--- src/rtl/rtk_pkg.sv ---
package rtk_pkg;
    localparam int unsigned FIELD_W = 12;
    localparam int unsigned REG_W   = 32;
    localparam int unsigned HI_W    = REG_W - FIELD_W;
    localparam int unsigned ADDR_W  = 8;
    localparam int unsigned ACC_W   = FIELD_W + 1;

    localparam logic [ADDR_W-1:0]  NUM_OFF = 8'h10;
    localparam logic [ADDR_W-1:0]  DEN_OFF = 8'h14;
    localparam logic [FIELD_W-1:0] NUM_RST = 12'd4;
    localparam logic [FIELD_W-1:0] DEN_RST = 12'd25;

    typedef logic [FIELD_W-1:0] field_t;
    typedef logic [ACC_W-1:0]   acc_t;

    typedef struct packed {
        field_t num;
        field_t den;
    } ratio_t;
endpackage

--- src/rtl/rtk_ratio_regs.sv ---
module rtk_ratio_regs
    import rtk_pkg::*;
#(
    parameter logic [HI_W-1:0] NUM_HI_RST = '0,
    parameter logic [HI_W-1:0] DEN_HI_RST = '0
) (
    input  logic              clk,
    input  logic              rst_n,
    input  logic              wr_en,
    input  logic [ADDR_W-1:0] wr_addr,
    input  logic [REG_W-1:0]  wr_data,
    input  logic [ADDR_W-1:0] rd_addr,
    output logic [REG_W-1:0]  rd_data,
    output field_t            num_o,
    output field_t            den_o,
    output logic              den_wr_o
);
    ratio_t st_d, st_q;
    logic   den_wr_d;
    logic   unused_wr_hi;

    // upper data bits carry no meaning for either register
    assign unused_wr_hi = ^wr_data[REG_W-1:FIELD_W];

    always_comb begin
        st_d     = st_q;
        den_wr_d = 1'b0;
        if (wr_en) begin
            case (wr_addr)
                NUM_OFF: st_d.num = wr_data[FIELD_W-1:0];
                DEN_OFF: begin
                    st_d.den = wr_data[FIELD_W-1:0];
                    den_wr_d = 1'b1;
                end
                default: ;
            endcase
        end
    end

    always_ff @(posedge clk) begin
        if (!rst_n) begin
            st_q <= '{num: NUM_RST, den: DEN_RST};
        end else begin
            st_q <= st_d;
        end
    end

    always_comb begin
        case (rd_addr)
            NUM_OFF: rd_data = {NUM_HI_RST, st_q.num};
            DEN_OFF: rd_data = {DEN_HI_RST, st_q.den};
            default: rd_data = '0;
        endcase
    end

    assign num_o    = st_q.num;
    assign den_o    = st_q.den;
    assign den_wr_o = den_wr_d;
endmodule

--- src/rtl/rtk_frac_accum.sv ---
module rtk_frac_accum
    import rtk_pkg::*;
(
    input  logic   clk,
    input  logic   rst_n,
    input  field_t num_i,
    input  field_t den_i,
    input  logic   restart_i,
    output logic   step_o,
    output acc_t   acc_o,
    output acc_t   den_eff_o
);
    acc_t acc_d, acc_q;
    acc_t den_eff;
    acc_t sum;
    acc_t num_x;
    logic step_d;

    always_comb begin
        den_eff = (den_i == '0) ? acc_t'(1) : {1'b0, den_i};
        num_x   = {1'b0, num_i};
        sum     = acc_q + num_x;
        acc_d   = sum;
        step_d  = 1'b0;
        if (restart_i) begin
            acc_d  = '0;
            step_d = 1'b0;
        end else if (num_x >= den_eff) begin
            acc_d  = '0;
            step_d = 1'b1;
        end else if (sum >= den_eff) begin
            acc_d  = sum - den_eff;
            step_d = 1'b1;
        end
    end

    always_ff @(posedge clk) begin
        if (!rst_n) begin
            acc_q <= '0;
        end else begin
            acc_q <= acc_d;
        end
    end

    assign step_o    = step_d;
    assign acc_o     = acc_q;
    assign den_eff_o = den_eff;
endmodule

--- src/rtl/rtk_count.sv ---
module rtk_count #(
    parameter int unsigned COUNT_W = 64
) (
    input  logic               clk,
    input  logic               rst_n,
    input  logic               step_i,
    output logic [COUNT_W-1:0] count_o
);
    logic [COUNT_W-1:0] cnt_d, cnt_q;

    always_comb begin
        cnt_d = cnt_q;
        if (step_i) begin
            cnt_d = cnt_q + 1'b1;
        end
    end

    always_ff @(posedge clk) begin
        if (!rst_n) begin
            cnt_q <= '0;
        end else begin
            cnt_q <= cnt_d;
        end
    end

    assign count_o = cnt_q;
endmodule

--- src/rtl/ratio_tick_counter.sv ---
module ratio_tick_counter
    import rtk_pkg::*;
#(
    parameter int unsigned      COUNT_W    = 64,
    parameter logic [HI_W-1:0] NUM_HI_RST = '0,
    parameter logic [HI_W-1:0] DEN_HI_RST = '0
) (
    input  logic               clk,
    input  logic               rst_n,
    input  logic               wr_en,
    input  logic [7:0]         wr_addr,
    input  logic [31:0]        wr_data,
    input  logic [7:0]         rd_addr,
    output logic [31:0]        rd_data,
    output logic [COUNT_W-1:0] count_o
);
    field_t ratio_num;
    field_t ratio_den;
    logic   den_wr;
    logic   step;
    acc_t   acc_val;
    acc_t   den_eff;

    rtk_ratio_regs #(
        .NUM_HI_RST(NUM_HI_RST),
        .DEN_HI_RST(DEN_HI_RST)
    ) u_regs (
        .clk     (clk),
        .rst_n   (rst_n),
        .wr_en   (wr_en),
        .wr_addr (wr_addr),
        .wr_data (wr_data),
        .rd_addr (rd_addr),
        .rd_data (rd_data),
        .num_o   (ratio_num),
        .den_o   (ratio_den),
        .den_wr_o(den_wr)
    );

    rtk_frac_accum u_accum (
        .clk      (clk),
        .rst_n    (rst_n),
        .num_i    (ratio_num),
        .den_i    (ratio_den),
        .restart_i(den_wr),
        .step_o   (step),
        .acc_o    (acc_val),
        .den_eff_o(den_eff)
    );

    rtk_count #(
        .COUNT_W(COUNT_W)
    ) u_count (
        .clk    (clk),
        .rst_n  (rst_n),
        .step_i (step),
        .count_o(count_o)
    );
endmodule

--- config.mk ---
export PLATFORM = sky130hd
export DESIGN_NAME = ratio_tick_counter
export DESIGN_NICKNAME = d
export VERILOG_FILES = /design/src/rtl/rtk_pkg.sv /design/src/rtl/rtk_ratio_regs.sv /design/src/rtl/rtk_frac_accum.sv /design/src/rtl/rtk_count.sv /design/src/rtl/ratio_tick_counter.sv
export SDC_FILE = /design/constraint.sdc
export NUM_CORES = 1
export LEC_CHECK = 0
export BUFFER_PORTS_ARGS = -buffer_cell sky130_fd_sc_hd__buf_2
export CORE_UTILIZATION = 45
export DETAILED_ROUTE_END_ITERATION = 10
export PLACE_DENSITY = 0.71
export REMOVE_ABC_BUFFERS = 1
export SETUP_SLACK_MARGIN = 0.3
export SLEW_MARGIN = 10
export SYNTH_ARGS = -nofsm -noshare
export SYNTH_HDL_FRONTEND = slang
export SYNTH_HIERARCHICAL = 1
export SYNTH_SLANG_ARGS = --single-unit
--- constraint.sdc ---
create_clock -name clk -period 5 [get_ports clk]
set_input_delay 0.5 -clock clk [delete_from_list [all_inputs] [get_ports clk]]
set_output_delay 0.5 -clock clk [all_outputs]
set_load 0.02 [all_outputs]
---- After elaboration in Yosys (flattened, before gate mapping) ----
Cells that the tools add are included.
operators by class
  equal/unequal tests ..................... 4
  $add $sub $neg .......................... 3
  bitwise logic cells ..................... 1
  mux-type cells .......................... 8
  reduce and logical (&&, ||, !) cells .... 4
  magnitude comparators ................... 2
operators with widths
  operator                                                               number
  64-bit by 1-bit adder with 64-bit output, second input constant        1
  8-bit by 5-bit equality test with 1-bit output, second input constant  4
  12-bit case mux with 2 select lines                                    1
  13-bit by 12-bit adder with 13-bit output                              1
  12-bit by 13-bit greater-or-equal comparator with 1-bit output         1
  13-bit greater-or-equal comparator                                     1
  13-bit two-way mux                                                     1
  13-bit subtractor                                                      1
  12-bit zero test                                                       1
  12-bit two-way mux                                                     1
  1-bit two-way mux                                                      5
  2-bit AND reduction                                                    2
  3-bit OR reduction                                                     1
  1-bit inverter                                                         1
storage, ports and cells
  output and inout bits ................... 96
  word-level logic and storage cells ...... 26
  flip-flop bits (word level) ............. 101

---- Longest topological paths before layout ----
  depth in word-level cells ............... 6
  mapped depth ............................ 23

---- By module ----
The synthesis kept the hierarchy.
by module, submodules not included
  module          times used  cells an instance  area each (um2)  sequential area each (um2)
  rtk_count       1           357                3129.3           1281.2
  rtk_frac_accum  1           268                2127.0           260.2
  rtk_ratio_regs  1           152                1371.3           480.5

---- Worst setup path before layout ----
Ideal clock, no wire load.
  path kind ............................... register to register
  start point ............................. register u_regs.st_q, in the netlist u_regs/num_o[0]
  end point ............................... register u_count.cnt_q[47], in the netlist u_count/count_o[47]
  slack ................................... 58 ps
  setup time .............................. 70 ps
  cell stages (with the launch flop) ...... 23
  path buffers ............................ 2
  clock period less this slack ............ 4942 ps
  arrival time ............................ 4871 ps
  cells stage by stage .................... dfxtp_1 ha_1 inv_1 fa_1 nand2b_1 a21oi_1 o21a_1 a31oi_1 xnor2_1 ha_1 and4_1 a21o_1 nor2_1 mux2i_1 buf_2 nor2_4 a21oi_1 nand4_1 nor3_2 nand4_1 buf_2 or3_1 a21oi_1
on the way
  longest elaborated chain between the ends .. 5
ends and longest elaborated chain
  what                                       line                      text
  from (decl)                                rtk_ratio_regs.sv:18      ratio_t st_d, st_q;
  from (signal assigned)                     rtk_ratio_regs.sv:42      st_q <= '{num: NUM_RST, den: DEN_RST};
  from (signal assigned)                     rtk_ratio_regs.sv:44      st_q <= st_d;
  13-bit by 12-bit adder with 13-bit output  rtk_frac_accum.sv:22      sum = acc_q + num_x;
  13-bit greater-or-equal comparator         rtk_frac_accum.sv:31      end else if (sum >= den_eff) begin
  1-bit two-way mux                          rtk_frac_accum.sv:31
  1-bit two-way mux *                        rtk_frac_accum.sv:28      end else if (num_x >= den_eff) begin
  1-bit two-way mux *                        rtk_frac_accum.sv:25      if (restart_i) begin
  named net step                             ratio_tick_counter.sv:20  logic step;
  to (signal assigned)                       rtk_count.sv:22           cnt_q <= cnt_d;
  to (decl)                                  rtk_count.sv:9            logic [COUNT_W-1:0] cnt_d, cnt_q;
The timed path passes the listed nets; every way through them passes the cells marked *.
A chain may end at the register's enable or synchronous reset.

---- Final worst setup path ----
  start point ............................. register u_accum.acc_q[0], in the netlist u_accum/acc_o[0]
  end point ............................... register u_count.cnt_q[53], in the netlist u_count/count_o[53]
on the way
  longest elaborated chain between the ends .. 5
ends and longest elaborated chain
  what                                       line                      text
  from (decl)                                rtk_frac_accum.sv:13      acc_t acc_d, acc_q;
  from (signal assigned)                     rtk_frac_accum.sv:39      acc_q <= '0;
  from (signal assigned)                     rtk_frac_accum.sv:41      acc_q <= acc_d;
  13-bit by 12-bit adder with 13-bit output  rtk_frac_accum.sv:22
  13-bit greater-or-equal comparator         rtk_frac_accum.sv:31
  1-bit two-way mux                          rtk_frac_accum.sv:31
  1-bit two-way mux                          rtk_frac_accum.sv:28
  1-bit two-way mux                          rtk_frac_accum.sv:25
  named net step                             ratio_tick_counter.sv:20
The timed path passes the listed nets, and every way through them passes these cells.

==> metrics <==
Clock power frac between 20 and 30%; Pwr Density around 360 mW/mm^2; overall die width between 100 and 150 um; status complete, no violations; io pins around 150; post-DP HPWL ~12,000 um; Root Buffer clkbuf_16; number of max-cap violations 0; CP Capture Point u_count/count_o[53]$_SDFFE_PN0P_; Yosys warnings 6; CP Launch Type register; Max rail drop VDD between 0.0002 and 0.00025 V; Reg2Reg Setup Slack 0.43 ns; ANT cells 0; Vias/cell between 5 and 6; clock tree buffer depth 2; Critical R2R Capture u_count/count_o[53]$_SDFFE_PN0P_; GPL Wtd Cong a little under 0.9; critical path fanouts, max 7; nature of the critical path endpoint register; P_leak 0.00338 uW; Detailed Routing Iterations Pass 1 5; met2 Track Usage GR a little over a third; placed inst area roughly 0.0072 sq mm; Final ANT Viol Nets 0; final slew viol count 0; clock sinks about 100; grt met1 use between 30% and 40%; Max-slew headroom just under 40%; Final Setup Violations 0; RSZ-0062 raised after global routing false; I/O Buffers ~110; first-pass GRT wire length 26,500 um; syn avg cell area between 8 and 9 sq um; Total GRT Usage 22.1%; H-tree Lvls 3; Max Freq 219 MHz; period utilization between 90% and 100%; vias in the first global route 5,389; Critical Path AT between 4 and 5 ns; antenna violations before repair 0; fin nets 976; Reg power frac 30.8%; largest net degree at the start of global routing 57; Post-CTS Hold Buffers 0; drt drc 0; die footprint about 0.015 sq mm; total gr overflow 0; Die Y 123 um; RR Startpoint u_accum/acc_o[0]$_SDFF_PP0_; sw frac 35.7%; area grow syn2layout 19.0%; busiest grt layer met2; Switch Pwr between 1000 and 1500 uW; CTS Buf Count 9; cell row count 43; DRT iter0 DRCs 360; R2R cell count 22; routed wire length roughly 17,000 um; Final Cell Area 0.00783 sq mm; Int Power about 1800 uW; Netlist Area Pre-Place between 0.006 and 0.007 sq mm; crit path kind register to register; WL per Instance between 15 and 20 um; area of the core ~0.014 sq mm; clk_skew between 0.007 and 0.008 ns; Worst-Margin Slew roughly 0.9 ns; clock-pin slew on the worst setup and hold paths roughly 0.070 ns; Gate power share 41.7%; routed vias 6,000; share of layout cells above drive strength 1 roughly a quarter; Critical Path Source u_accum/acc_o[0]$_SDFF_PP0_; utilization after layout 55.7%; critical path required time ~5.3 ns; initial core utilization between 40% and 50%; worst skew pair latency roughly 0.35 ns; GR Util met3 4.23%; Hold Crit Class input port to register; synthesized instance count 764; Final Hold Violating Endpoints 0; CTS tree built; minimum clock period after layout between 4 and 5 ns; Setup TNS 0 ns
## power by group through the flow
stage / Clock (uW) / Combinational [uW] / Sequential, uW
finish: 784 / 1190 / 879
global route: 828 / 1290 / 884
CTS: 791 / 1050 / 876
detailed placement: 0 / 1020 / 895
global placement: 0 / 1020 / 892
floorplan: 0 / 781 / 897
## worst min-delay path by stage
stage / start / endpoint / slack (ns) / depth (start not counted)
finish: wr_data[0] / u_regs/num_o[0]$_SDFFE_PN0P_ / 0.42 / 3
floorplan: u_regs/den_o[2]$_SDFFE_PN0P_ / u_regs/den_o[2]$_SDFFE_PN0P_ / 0.46 / 2
global placement: u_count/count_o[63]$_SDFFE_PN0P_ / u_count/count_o[63]$_SDFFE_PN0P_ / 0.47 / 2
CTS: wr_data[2] / u_regs/den_o[2]$_SDFFE_PN0P_ / 0.41 / 3
detailed placement: u_count/count_o[63]$_SDFFE_PN0P_ / u_count/count_o[63]$_SDFFE_PN0P_ / 0.49 / 2
global route: wr_data[2] / u_regs/den_o[2]$_SDFFE_PN0P_ / 0.43 / 3
## routing by layer
metal	up-vias	part of all wire (%)
li1	2961	-
met1	2878	46
met2	146	47
met3	15	5.1
met4	0	1.2
met5	-	0
## layout make-up
class                   instances  area, sq um
inverters                      32          120
repair buffers                134          742
flip-flops and latches        101         2030
clock inverters                 6         95.1
multi-input cells             608         4370
well taps                     180          225
fillers                      1268         6220
clock buffers                  10          239
## per-stage QoR
stage / instances / setup WS, ns / hold slack (ns) / total power, uW
after detailed placement: 1041 / -0.00727 / 0.488 / 1910
final: 1071 / 0.434 / 0.420 / 2850
after global placement: 1041 / 0.0738 / 0.474 / 1910
after global routing: 1071 / 0.217 / 0.429 / 3000
after CTS: 1058 / 0.331 / 0.409 / 2710
after floorplan: 741 / -0.297 / 0.460 / 1680
## worst max-delay path, cell delays in order, from the launching register on
cell and delay [ns]:
dfxtp_2 0.35, ha_4 0.13, inv_1 0.05, fa_2 0.35, nand2b_4 0.17, a21oi_4 0.17
nor2_1 0.08, xnor2_1 0.14, ha_1 0.34, nand4_1 0.14, a21oi_2 0.24, o311ai_4 0.14
a21oi_2 0.18, mux2i_2 0.11, a21boi_2 0.22, nor2_4 0.08, a21oi_4 0.19, nand4_1 0.21
nor3_4 0.28, nand4_1 0.17, buf_6 0.19, or4_1 0.41, a21oi_2 0.14
## sequential cells by signal, summed over array words and instances, names as in the netlist
name / cells
u_count/count_o: 64
u_regs/den_o: 12
u_accum/acc_o: 13
u_regs/num_o: 12
## timing repair
action                                  in CTS  in global routing
buffers inserted                             1                 12
pin swaps                                    2                 14
endpoints found under the setup margin      46                 54
resized for setup                            8                 38
hold endpoints to repair                     0                  0
cloned                                       0                  1
## placed cells by master (no fill, tap or decap), types with 4 or more instances in the layout
cell type    n
o21ai_0     36
inv_1       31
nand4_2      5
xnor2_1     25
nor4_4       5
a21o_1      12
ha_1        32
dfxtp_2      4
nand3_1     27
a21oi_2      6
buf_4       26
or4_1        5
dfxtp_1     96
nand4_1     32
conb_1      20
or2_2        5
xor2_1      24
and3_1       9
clkbuf_16    9
nand2_1     68
or3_1       20
nor2_1      65
nor4_1      14
o31ai_1      5
nor3_1      11
nand2b_1    14
a31oi_1      4
buf_2      107
a21oi_1     43
a211oi_1     4
mux2i_1     41
Power figures use the tool's default switching activity.
